### src/rtl/wave_issue_seq.sv
module wave_issue_seq #(
  parameter int NUM_WF    = 4,
  parameter int LANES     = 16,
  parameter int WF_ITEMS  = 64,
  parameter int RAW_LAT   = 8,
  parameter int MAX_INSTR = 16
) (
  input  logic                                  clk,
  input  logic                                  rst_n,
  input  logic                                  launch_valid,
  input  logic [$clog2(NUM_WF)-1:0]             launch_slot,
  input  logic [$clog2(MAX_INSTR+1)-1:0]        launch_len,
  input  logic [$clog2(WF_ITEMS+1)-1:0]         launch_items,
  input  logic [MAX_INSTR-1:0]                  launch_dep,
  output logic                                  issue_valid,
  output logic [$clog2(NUM_WF)-1:0]             issue_wf,
  output logic [$clog2(WF_ITEMS/LANES)-1:0]     issue_quarter,
  output logic [$clog2(MAX_INSTR)-1:0]          issue_instr,
  output logic [LANES-1:0]                      lane_mask,
  output logic                                  done_valid,
  output logic [$clog2(NUM_WF)-1:0]             done_wf
);
  localparam int QUARTERS = WF_ITEMS / LANES;
  localparam int SW = $clog2(NUM_WF);
  localparam int QW = $clog2(QUARTERS);
  localparam int PW = $clog2(MAX_INSTR);
  localparam int LW = $clog2(MAX_INSTR + 1);
  localparam int NW = $clog2(WF_ITEMS + 1);
  localparam int TW = $clog2(RAW_LAT + 1);
  localparam logic [QW-1:0] LASTQ = QW'(QUARTERS - 1);

  logic [NUM_WF-1:0]    act, ready;
  logic [PW-1:0]        pc    [NUM_WF];
  logic [LW-1:0]        len   [NUM_WF];
  logic [NW-1:0]        items [NUM_WF];
  logic [MAX_INSTR-1:0] dep   [NUM_WF];
  logic [TW-1:0]        tmr   [NUM_WF];

  logic          busy, clast, found, advance, take;
  logic [SW-1:0] cur, rr, sel;
  logic [QW-1:0] qtr;
  logic [PW-1:0] ipc;
  logic [NW-1:0] citems;

  for (genvar i = 0; i < NUM_WF; i++) begin : g_ready
    assign ready[i] = act[i] && ((tmr[i] == '0) || !dep[i][pc[i]]);
  end

  always_comb begin
    found = 1'b0;
    sel   = '0;
    for (int k = 0; k < NUM_WF; k++) begin
      if (!found && ready[(int'(rr) + k) % NUM_WF]) begin
        found = 1'b1;
        sel   = SW'((int'(rr) + k) % NUM_WF);
      end
    end
  end

  assign advance = !busy || (qtr == LASTQ);
  assign take    = advance && found;

  always_ff @(posedge clk or negedge rst_n) begin
    if (!rst_n) begin
      act <= '0;
      for (int i = 0; i < NUM_WF; i++) begin
        pc[i] <= '0; len[i] <= '0; items[i] <= '0; dep[i] <= '0; tmr[i] <= '0;
      end
    end else begin
      for (int i = 0; i < NUM_WF; i++) begin
        if (take && sel == SW'(i)) begin
          tmr[i] <= TW'(RAW_LAT - 1);
          pc[i]  <= pc[i] + 1'b1;
          if ((LW'(pc[i]) + LW'(1)) == len[i]) act[i] <= 1'b0;
        end else if (tmr[i] != '0) begin
          tmr[i] <= tmr[i] - 1'b1;
        end
        if (launch_valid && launch_slot == SW'(i) && !act[i]) begin
          act[i]   <= 1'b1;
          pc[i]    <= '0;
          len[i]   <= launch_len;
          items[i] <= launch_items;
          dep[i]   <= launch_dep;
          tmr[i]   <= '0;
        end
      end
    end
  end

  always_ff @(posedge clk or negedge rst_n) begin
    if (!rst_n) begin
      busy <= 1'b0; cur <= '0; qtr <= '0; ipc <= '0;
      citems <= '0; clast <= 1'b0; rr <= '0;
    end else if (advance) begin
      busy <= found;
      if (found) begin
        cur    <= sel;
        qtr    <= '0;
        ipc    <= pc[sel];
        citems <= items[sel];
        clast  <= (LW'(pc[sel]) + LW'(1)) == len[sel];
        rr     <= (sel == SW'(NUM_WF - 1)) ? '0 : sel + 1'b1;
      end
    end else begin
      qtr <= qtr + 1'b1;
    end
  end

  assign issue_valid   = busy;
  assign issue_wf      = cur;
  assign issue_quarter = qtr;
  assign issue_instr   = ipc;
  assign done_valid    = busy && (qtr == LASTQ) && clast;
  assign done_wf       = cur;

  for (genvar l = 0; l < LANES; l++) begin : g_lane
    assign lane_mask[l] = busy && ((int'(qtr) * LANES + l) < int'(citems));
  end

  assert_quarter_step_R2: assert property (@(posedge clk) disable iff (!rst_n)
    issue_valid && issue_quarter != LASTQ |=> issue_valid &&
      issue_quarter == $past(issue_quarter) + QW'(1) &&
      $stable(issue_wf) && $stable(issue_instr));

  assert_start_at_q0_R2: assert property (@(posedge clk) disable iff (!rst_n)
    $rose(issue_valid) |-> issue_quarter == '0);

  assert_done_on_last_q_R9: assert property (@(posedge clk) disable iff (!rst_n)
    done_valid |-> issue_valid && issue_quarter == LASTQ);

  assert_done_single_R9: assert property (@(posedge clk) disable iff (!rst_n)
    done_valid |=> !done_valid);

  assert_idle_mask_R8: assert property (@(posedge clk) disable iff (!rst_n)
    !issue_valid |-> lane_mask == '0 && !done_valid);
endmodule

### config.mk
export PLATFORM = sky130hd
export DESIGN_NAME = wave_issue_seq
export DESIGN_NICKNAME = d
export VERILOG_FILES = /design/src/rtl/wave_issue_seq.sv
export SDC_FILE = /design/constraint.sdc
export NUM_CORES = 1
export LEC_CHECK = 0
export BUFFER_PORTS_ARGS = -buffer_cell sky130_fd_sc_hd__buf_4
export CAP_MARGIN = 20
export CORE_ASPECT_RATIO = 1.4
export CORE_UTILIZATION = 52
export DETAILED_ROUTE_END_ITERATION = 8
export PLACE_DENSITY = 0.7
export SLEW_MARGIN = 0
export SYNTH_ARGS = -nofsm -noshare
export SYNTH_HDL_FRONTEND = slang
export SYNTH_SLANG_ARGS = --single-unit
### constraint.sdc
create_clock -name clk -period 7.9 [get_ports clk]
set_input_delay 0.79 -clock clk [delete_from_list [all_inputs] [get_ports clk]]
set_output_delay 0.79 -clock clk [all_outputs]
set_load 0.03 [all_outputs]
### Word level (Yosys, flattened, before mapping)

Index checks and enable logic that the tools add are counted.

* logic and storage cells: 262
* register bits after elaboration: 167
* input port bits: 33

* eq/ne operators: 13
* $add $sub $neg: 33
* bitwise logic cells: 4
* magnitude comparators: 25
* multiplexer cells: 71
* reduce and logical (&&, ||, !) cells: 85

Operator list (number)
* $lt 7x7->1: 15
* $mux 4: 22
* $add 6x4->7 const B: 8
* $logic_and 1x1->1: 38
* $add 6x3->7 const B: 4
* $mux 1: 27
* $add 4x1->5 const B: 5
* $eq 5x5->1: 5
* $lt 4x5->1 const B: 4
* $add 4x1->4 const B: 4
* $bmux 1 s4: 4
* $logic_not 4->1: 4
* $reduce_bool 2->1: 8
* $reduce_bool 4->1: 4
* $sub 4x1->4 const B: 4
* $add 6x2->7 const B: 2
* $bmux 7 s2: 1
* $mux 2: 7
* $mux 7: 2
* $logic_not 1->1: 12
* $lt 3x4->1 const B: 3
* $reduce_bool 3->1: 4
* $bmux 5 s2: 1
* $eq 2x2->1 const B: 5
* other kinds (17): 38

### Depth between registers and ports, before layout

Gate-level depths: netlist of run 1.

* depth after elaboration: 23
* depth in mapped cells: 19
* depth with buffers taken out: 17

### Worst setup path after synthesis of run 1

Ideal clock, no wire load.

* path type: register -> register
* from: register tmr[12] (netlist name)
* to: register clast
* stages on the path, launching flop included: 19
* arrival: 3.619 ns
* path buffers: 2
* data required time: 7.804 ns
* setup slack: 4.186 ns
* setup time: 0.096 ns
* path through: dfrtp_1 -> inv_1 -> ha_1 -> nor3b_1 -> a311o_1 -> o31a_1 -> a32o_1 -> a2bb2o_4 -> a31oi_4 -> buf_12 -> buf_6 -> mux2i_1 -> mux2_2 -> inv_1 -> ha_1 -> xor2_1 -> o31ai_1 -> a31oi_1 -> a311oi_2

* word-level cells in the longest chain between the ends: 21
* elaborated cells on any way between the ends: 38
* those cells by class: add/sub: 1; eq/ne: 1; mux: 25; bitwise: 1; reduce/logical: 10

RTL lines
* start, declared: RTL line 37 `logic [TW-1:0] tmr [NUM_WF];`
* start signal, assigned by index: RTL line 72 `tmr[i] <= TW'(RAW_LAT - 1);`
* start signal, assigned by index: RTL line 76 `tmr[i] <= tmr[i] - 1'b1;`
* $logic_not 4->1 *: RTL line 46 `assign ready[i] = act[i] && ((tmr[i] == '0) || !dep[i][pc[i]]);`
* $logic_or 1x1->1 *: RTL line 46
* $logic_and 1x1->1 *: RTL line 46
* $bmux 1 s2: RTL line 53 `if (!found && ready[(int'(rr) + k) % NUM_WF]) begin`
* $mux 1 (not written as such): RTL line 53
* $mux 1: RTL line 53
* $logic_not 1->1: RTL line 53
* $logic_and 1x1->1: RTL line 53
* (+4 left out)
* $logic_not 1->1: RTL line 53
* $logic_and 1x1->1: RTL line 53
* $mux 2: RTL line 53
* $not 2->3 (not written as such): RTL line 101 `clast <= (LW'(pc[sel]) + LW'(1)) == len[sel];`
* $bmux 4 s2: RTL line 101
* $mux 4 (not written as such) (2 in a row): RTL line 101
* $add 4x1->5: RTL line 101
* $eq 5x5->1: RTL line 101
* end signal, assigned: RTL line 101
* end, declared: RTL line 39 `logic busy, clast, found, advance, take;`

Every way passes the cells marked *; elsewhere a longest branch is shown, timed or not. The select of a mux whose other input is x is not followed.
A chain may end at the register's enable or synchronous reset.

### Worst setup path in the final report of run 1

* from: register pc[0] (netlist name)
* to: register clast

* word-level cells in the longest chain between the ends: 23
* elaborated cells on any way between the ends: 40
* those cells by class: add/sub: 1; eq/ne: 1; mux: 27; bitwise: 1; reduce/logical: 10

RTL lines
* start, declared: RTL line 33 `logic [PW-1:0] pc [NUM_WF];`
* start signal, assigned by index: RTL line 73 `pc[i] <= pc[i] + 1'b1;`
* $bmux 1 s4: RTL line 46
* $mux 1 (not written as such): RTL line 46
* $logic_not 1->1: RTL line 46
* $logic_or 1x1->1: RTL line 46
* $logic_and 1x1->1: RTL line 46
* $bmux 1 s2: RTL line 53
* $mux 1 (not written as such): RTL line 53
* $mux 1: RTL line 53
* (+6 left out)
* $logic_not 1->1: RTL line 53
* $logic_and 1x1->1: RTL line 53
* $mux 2: RTL line 53
* $not 2->3 (not written as such): RTL line 101
* $bmux 4 s2: RTL line 101
* $mux 4 (not written as such) (2 in a row): RTL line 101
* $add 4x1->5: RTL line 101
* $eq 5x5->1: RTL line 101

Parallel ways exist; a longest one is shown, timed or not. The select of a mux whose other input is x is not followed.

==> reports/metrics.yaml, run 1 <==
fin_ws_ns: 3.213
violations: "design-rule violations"
via_per_inst: 5.980
overflow: 0
r2r_slack_ns: 3.21
utilization_pct: 60.50
ctsResizeCount: 0
max_freq_ghz: 0.2134
avgSynthCellArea_um2: 10.73
critPathRequiredTime_ns: 8.24
maxSlewHeadroom_pct: 26.05
initial_core_util_pct: 53.25
netlist_instances: 806
synth_top_area_share_pct: 48.32
ios: 61
ys_seq_elements: 167
antenna_cells: 0
grt.total_usage_pct: 26.29
crit_arrival_ns: 5.03
synthArstFlopShare_pct: 100.0
antenna_found_initial: 0
nets: 897
layout_commonest_cell: "dfrtp_1"
drc: 18
setup_tns_ns: 0
pre_cts_ws_ns: 3.267
htreeDepth: 4
path_max_fanout: 30
cts_hold_buf: 0
status: "finished, violations left"
cts_buffers: 17
netlist_top_cells_area: "dfrtp_1 48%, mux2_2 12%, nand2_1 5.8%"
drt-pass1-iter-count: 7
cts.reportedPaths.clkPinSlew_ns: 0.06
die_area_um2: 17160
drt-initial-drc-count: 335
gp_congestion: 0.9227
die_y_um: 154.6
clk_latency_ns: 0.43
setup_viol: 0
synthFlopType: "dfrtp_1"
cts.sinks: 167
synth-seq-area-share_pct: 48.32
maxCapViolCount: 0
clockBufferDepth: 2
cts_root_buf: "clkbuf_16"
max_slew.worst_pin.slew_ns: 1.109
cts_tree: "yes"
design.core.area_um2: 16240
period_share_pct: 59.33
critPathLaunchType: "flip-flop"
cts_setup_buffers: 0
synth_edf_count: 0
routedWlPerCell_um: 20.14
hold_viol_final: 0
synthDistinctLibCells: 59
io_buffers: 60
synthToLayoutAreaGrowth_pct: 13.61
ff2ff_path_depth: 15
worstSetupPathType: "flip-flop to flip-flop"
hold_slack_ns: 0.4052
r2r-end: "clast"
end_kind: "flip-flop"
routed_wirelength_mm: 21.33
grt_max_degree: 85
timing.final.max_slew_violations: 0
layout-drive-gt1-share_pct: 25.93
hold_path_class: "input pin to asynchronous set/reset pin"
netlist_area_um2: 8648
min_period_ns: 4.687
chipWidth_um: 111.0
grt_pass1_wl_mm: 34.62
grt_pass1_vias: 6539
synth_fp_nets: 856
dp_hpwl_mm: 14.99
r2r_start: "pc[0]"
via_count: 6333
num_rows: 55
final_cell_mix: "167 x dfrtp_1, 134 x nand2_1, 92 x mux2_2"
drtAntennaViolNets: 0
yosysWarningCount: 0
clock_skew_ns: 0.009894
yosys.area.top_type: "dfrtp_1"
rsz0062_at_grt: "no"
==> state kept, by name, summed over array words and instances, names as in the netlist <==
name and flops:
len 20, tmr 16, rr 2, issue_quarter 2, items 28, citems 7, issue_instr 4, issue_valid 1
clast 1, act 4, done_wf 2, pc 16, dep 64
==> worst max-delay path: stages (launching register included) <==
cell and delay, ns:
dfrtp_1 0.81, mux4_2 0.62, mux2i_1 0.29, mux2_2 0.23
o21a_1 0.22, a2bb2o_4 0.24, a31oi_4 0.12, buf_4 0.43
mux2i_1 0.30, mux2_2 0.24, inv_1 0.05, ha_1 0.31
xor2_1 0.17, o31ai_1 0.25, a31oi_1 0.09, a311oi_2 0.18
==> cell usage after synthesis (12+ instances only) <==
master    number
nand2_1      134
mux2_2        92
ha_1          17
nor3_1        12
xor2_1        13
nand3_1       12
o21ai_0       13
clkbuf_1      33
nor2_1        49
mux4_2        16
nand2b_1      14
xnor2_1       16
inv_1         21
dfrtp_1      167
mux2i_1       29
a21oi_1       41
==> metrics by stage <==
step                instances  area [um2]
floorplan                 806        8648
global placement         1026        9224
detailed placement       1026        9224
CTS                      1058        9798
global route             1059        9826
finish                   1059        9826
==> routing by layer <==
| layer | vias up | share of wire [%] | wire [um] | track usage [%] |
|---|---|---|---|---|
| met3 | 58 | 4.3 | 924 | 4.663 |
| met4 | 0 | 3.7 | 784 | 12.33 |
| met5 | - | 0 | 0 | 0 |
| met1 | 3169 | 40 | 8473 | 30.88 |
| li1 | 2893 | - | - | - |
| met2 | 213 | 52 | 11140 | 46.69 |
==> layout make-up <==
| class | count | area (um2) |
|---|---|---|
| clock inverter | 12 | 117.6 |
| fill | 1321 | 6415 |
| inverter | 23 | 86.33 |
| timing repair buffer | 71 | 556.8 |
| tap | 199 | 249.0 |
| clock buffer | 20 | 456.7 |
| multi-input combinational | 567 | 4180 |
| sequential | 167 | 4179 |
==> cell families after synthesis <==
family	Yosys count	synth area share [%]
muxes	138	19.81
AOI/OAI and AO/OA	111	8.102
DFF	167	48.32
xor gates and xnor gates	29	2.937
buffers and inverters	72	3.848
adders and majority gates	17	2.459
and+or+nand+nor	272	14.53
==> worst max-delay path by stage <==
stage                 start     to  cells past startpoint
floorplan           tmr[12]  clast                     18
global placement      pc[0]  clast                     15
detailed placement    pc[0]  clast                     15
CTS                   pc[0]  clast                     15
global route        tmr[12]  clast                     16
finish                pc[0]  clast                     15
Power of run 1 is left out: the tool's default activity adds up to more than one toggle a clock period on the data nets, which glitch-free logic cannot reach.
==> inputs of run 2 (changes only) <==
Clock period 7.9 ns to 4.5 ns, I/O delays scaled along.
==> reports/metrics.yaml, run 2 (synthesis gave the netlist of run 1 again) <==
hold_slack_ns: -0.009314  # -0.4146 ns
layout-drive-gt1-share_pct: 27.40  # +1.5 points
layout_commonest_cell: "dfrtp_1"
crit_arrival_ns: 4.49  # -0.54 ns
largest_reg_flops: 64  # unchanged
routed_wirelength_mm: 21.78  # +2.2%
ctsResizeCount: 0  # unchanged
cp_cell_sequence: "mux4_2 > mux2i_1 > mux2_2 > o21a_1 > a2bb2o_4 > a31oi_4 > buf_12 > mux2i_1 > mux2i_1 > ha_1 > inv_1 > nor4b_1 > a211o_1 > a31oi_1 > a311oi_2"
via_count: 6439  # +1.7%
cts_root_buf: "clkbuf_16"
fill_cells: 1327  # +0.45%
chipWidth_um: 111.0  # unchanged
final_cell_mix: "167 x dfrtp_1, 134 x nand2_1, 92 x mux2_2"
min_period_ns: 4.142  # -0.5448 ns
dp_hpwl_mm: 15.48  # +3.2%
clk_latency_ns: 0.43  # about the same
max_freq_ghz: 0.2414  # +13%
critPathRequiredTime_ns: 4.85  # -3.39 ns
clockBufferDepth: 2  # unchanged
hold_viol_final: 6  # +6
largest_registers: "dep (64), items (28), len (20)"
timing.final.max_slew_violations: 0  # unchanged
rsz0062_at_grt: "no"
cts.reportedPaths.clkPinSlew_ns: 0.07  # about the same
violations: "design-rule violations, negative hold slack"
via_per_inst: 5.990  # +0.16%
die_y_um: 154.6  # unchanged
clock_skew_ns: 0.01325  # +0.003360 ns
cts_buffers: 17  # unchanged
maxSlewHeadroom_pct: 27.36  # +1.3 points
setup_viol: 0  # unchanged
grt_pass1_vias: 6758  # +3.3%
grt_max_degree: 67  # -21%
routedWlPerCell_um: 20.26  # +0.63%
drt-pass1-iter-count: 7  # unchanged
setup_tns_ns: 0  # unchanged
status: "finished, violations left"
max_stage_delay_ns: 0.71  # -0.10 ns
design.core.area_um2: 16240  # unchanged
antenna_found_initial: 0  # unchanged
grt.total_usage_pct: 27.40  # +1.1 points
cts_tree: "yes"
io_buffers: 60  # unchanged
maxCapViolCount: 0  # unchanged
hold_path_class: "input pin to asynchronous set/reset pin"
synthToLayoutAreaGrowth_pct: 15.15
max_slew.worst_pin.slew_ns: 1.087  # -0.02245 ns
gp_congestion: 0.9397  # +1.8%
drt-initial-drc-count: 346  # +3.3%
cts.sinks: 167  # unchanged
antenna_cells: 0  # unchanged
die_area_um2: 17160  # unchanged
htreeDepth: 4  # unchanged
multi_input_area_um2: 4180  # unchanged
regMostFlops: "dep"
crit_start: "pc[0]"
slowest_stage: "dfrtp_1"
worstSetupPathType: "flip-flop to flip-flop"
drc: 18  # unchanged
end_kind: "flip-flop"
drtAntennaViolNets: 0  # unchanged
critPathLaunchType: "flip-flop"
overflow: 0  # unchanged
initial_core_util_pct: 53.25  # unchanged
ios: 61  # unchanged
period_share_pct: 92.05  # +33 points
num_rows: 55  # unchanged
cp_common_cell: "mux2i_1"
seq_area_um2: 4179  # unchanged
r2r_start: "pc[0]"
path_max_fanout: 11  # -63%
grt_pass1_wl_mm: 36.02  # +4.0%
nets: 913  # +1.8%
[run 2: cell count changes in the layout (fill, tap and decap cells not counted), sizes merged]
cell,delta
buf,+15
clkinvlp,-2
clkinv,+4
inv,+2
bufinv,-1
clkbuf,-2
[run 2: what timing repair did]
item,in CTS,in global routing
hold buffers,0,0
setup endpoints to repair,0,1
buffers inserted,0,3
[run 2: per-stage QoR]
step	util (%)	instance area [um2]	std cells	hold slack, ns	setup WS (ns)
after floorplan	-	8648	806	0.1544	0.7857
after global placement	57.47	9334	1039	0.4579	0.5396
after detailed placement	57.47	9334	1039	0.4656	0.2945
after CTS	61.07	9918	1071	0.02818	0.2117
after global routing	61.32	9958	1075	0.04236	0.1495
final	61.32	9958	1075	-0.009314	0.3577
[run 2: area by class of cell]
class,count,area share [%]
Multi-Input combinational cell,567,41.98
Sequential cell,167,41.97
Timing Repair Buffer,87,6.822
Clock buffer,17,4.272
Tap cell,199,2.500
Clock inverter,15,1.596
Inverter,23,0.8669
[run 2: worst paths after layout]
path                            endpoint  slack [ns]  depth (start not counted)
worst max-delay path               clast        0.36                         15
max in group asynchronous        dep[24]        3.37                          2
worst min-delay path              tmr[1]      -0.009                          1
worst min register to register    dep[0]        0.49                          2
worst max register to register     clast        0.36                         15
min in group clk                  len[1]        0.23                          3
[run 2: critical path: cells and delay by family (launching register included)]
family / cells / cell delay (ns)
compound gates: 6 / 1.04
flops: 1 / 0.71
buf+inv: 2 / 0.24
simple gates: 1 / 0.50
fa+ha+maj: 1 / 0.23
mux: 5 / 1.32
[run 2: metal layers]
metal / up-vias / wire length [um] / track usage (%)
met5: - / 0 / 0
met2: 192 / 11480 / 48.94
met1: 3281 / 8685 / 33.11
li1: 2915 / - / -
met3: 51 / 858 / 3.840
met4: 0 / 756 / 11.74
Power of run 2 is left out for the same reason.
==> inputs of run 3 (changes only) <==
--- a/config.mk
+++ b/config.mk
@@ -9,7 +9,6 @@
 export CAP_MARGIN = 20
 export CORE_ASPECT_RATIO = 1.4
-export CORE_UTILIZATION = 52
+export CORE_UTILIZATION = 45
 export DETAILED_ROUTE_END_ITERATION = 8
-export PLACE_DENSITY = 0.7
 export SLEW_MARGIN = 0
 export SYNTH_ARGS = -nofsm -noshare
==> constraint.sdc (replaced) <==
create_clock -name clk -period 4.5 [get_ports clk]
set_input_delay 1.125 -clock clk [delete_from_list [all_inputs] [get_ports clk]]
set_output_delay 1.125 -clock clk [all_outputs]
set_load 0.03 [all_outputs]
==> reports/metrics.yaml, run 3 (synthesis gave the netlist of run 1 again) <==
routed_wirelength_mm: 22.45  # +3.1%
cts_hold_buf: 0  # unchanged
worstSetupPathType: "flip-flop to flip-flop"
multi_input_area_um2: 4180  # unchanged
critPathRequiredTime_ns: 4.84  # about the same
cts.reportedPaths.clkPinSlew_ns: 0.07  # about the same
io_buffers: 60  # unchanged
wl_met2_mm: 11.75  # +2.3%
drc: 0  # -18
nets: 911  # -0.22%
ff2ff_path_depth: 15  # unchanged
crit_arrival_ns: 4.47  # -0.02 ns
min_period_ns: 4.129  # -0.01347 ns
rsz0062_at_grt: "no"
cts_buffers: 17  # unchanged
seq_area_um2: 4179  # unchanged
design.core.area_um2: 18680  # +15%
initial_core_util_pct: 46.31  # -6.9 points
period_share_pct: 91.75  # -0.30 points
maxCapViolCount: 0  # unchanged
r2r_start: "pc[0]"
path_max_fanout: 12  # +1
routedWlPerCell_um: 20.10  # -0.81%
antenna_found_initial: 0  # unchanged
htreeDepth: 4  # unchanged
path_buf_inv: 2  # unchanged
cts_setup_buffers: 0  # unchanged
regMostFlops: "dep"
num_rows: 59  # +7.3%
maxSlewHeadroom_pct: 40.26  # +13 points
synthToLayoutAreaGrowth_pct: 15.47
slowest_stage: "dfrtp_1"
status: "finished, final reports clean"
r2r-end: "clast"
drt-initial-drc-count: 404  # +17%
utilization_pct: 53.47  # -7.9 points
max_freq_ghz: 0.2422  # +0.33%
via_per_inst: 5.603  # -6.5%
layout_commonest_cell: "dfrtp_1"
grt_pass1_wl_mm: 36.48  # +1.3%
setup_tns_ns: 0  # unchanged
grt.total_usage_pct: 24.34  # -3.1 points
largest_reg_flops: 64  # unchanged
min_path_cells: 2
ctsResizeCount: 0  # unchanged
die_y_um: 166.0  # +7.4%
via_count: 6258  # -2.8%
gp_congestion: 0.9358  # -0.42%
hold_path_class: "flip-flop to flip-flop"
grt_max_degree: 93  # +39%
clk_latency_ns: 0.44  # about the same
hold_viol_final: 0  # -6
holdPathEnd: "issue_instr[1]"
cts_root_buf: "clkbuf_16"
r2r_slack_ns: 0.37  # about the same
cts_tree: "yes"
timing.final.max_slew_violations: 0  # unchanged
ios: 61  # unchanged
drt-pass1-iter-count: 4  # -3
overflow: 0  # unchanged
met1Wirelength_mm: 8.994  # +3.6%
clockBufferDepth: 2  # unchanged
fill_cells: 1651  # +24%
critPathLaunchType: "flip-flop"
crit_start: "pc[0]"
maxUsedRoutingLayer: "met4"
layout-drive-gt1-share_pct: 27.15  # -0.25 points
met3_length_um: 704  # -18%
cp_cell_sequence: "mux4_2 > mux2i_1 > mux2_2 > o21a_1 > a2bb2o_4 > a31oi_4 > mux2i_1 > mux2_2 > inv_1 > ha_1 > inv_1 > nor4b_1 > a211o_1 > a31oi_1 > a311oi_2"
grt_pass1_vias: 6511  # -3.7%
clock_skew_ns: 0.006552  # -0.006702 ns
antenna_cells: 0  # unchanged
max_stage_delay_ns: 0.69  # -0.02 ns
dp_hpwl_mm: 16.16  # +4.4%
hold_start: "issue_instr[1]"
setup_viol: 0  # unchanged
max_slew.worst_pin.slew_ns: 0.8960  # -0.1908 ns
drtAntennaViolNets: 0  # unchanged
crit_family: "multiplexers"
end_kind: "flip-flop"
die_area_um2: 19790  # +15%
cts.sinks: 167  # unchanged
chipWidth_um: 119.2  # +7.4%
place_inst: 1086  # +4.5%
final_cell_mix: "167 x dfrtp_1, 134 x nand2_1, 92 x mux2_2"
final_cell_count_no_fill: 1117  # +3.9%
largest_registers: "dep (64), items (28), len (20)"
[run 3: cell count changes in the layout (fill, tap and decap cells not counted)]
cell       previous run  this run
inv_6                 0         2
clkinv_4              5         4
clkinv_8              2         0
clkbuf_8              0         3
clkinv_2              0         1
inv_8                 6         1
bufinv_16             0         1
clkbuf_2              1         0
buf_12                2         1
[run 3: tightest hold or removal path: cells and delay by family, from the launching register on]
kind / cells / cell delay [ns]
flops: 1 / 0.34
simple gates: 2 / 0.10
[run 3: layer usage]
layer | vias to the layer above | GRT usage (%)
met1 | 3149 | 28.65
li1 | 2923 | -
met2 | 143 | 42.21
met4 | 0 | 12.33
met3 | 43 | 4.396
met5 | - | 0
[run 3: area by class of cell]
| class | count | share of cell area, % |
|---|---|---|
| multi-input combinational | 567 | 41.86 |
| sequential | 167 | 41.85 |
| timing repair buffer | 85 | 6.553 |
| clock buffer | 20 | 4.674 |
| tap | 244 | 3.057 |
| clock inverter | 11 | 1.140 |
| inverter | 23 | 0.8646 |
[run 3: worst max path at each step]
stage	to	slack, ns	depth (start not counted)
final	clast	0.37	15
after global routing	clast	0.08	15
after CTS	clast	0.40	15
after global placement	clast	0.58	15
after detailed placement	clast	0.42	15
after floorplan	clast	0.79	18
[run 3: per-stage QoR]
stage	hold slack, ns	area (um2)	setup WS [ns]
3_3_place_gp	0.4558	9405	0.5842
5_1_grt	0.5004	9986	0.08437
6_report	0.4743	9986	0.3712
4_1_cts	0.4802	9986	0.3972
2_1_floorplan	0.4403	8648	0.7857
3_5_place_dp	0.4630	9405	0.4239
Power of run 3 is left out for the same reason.
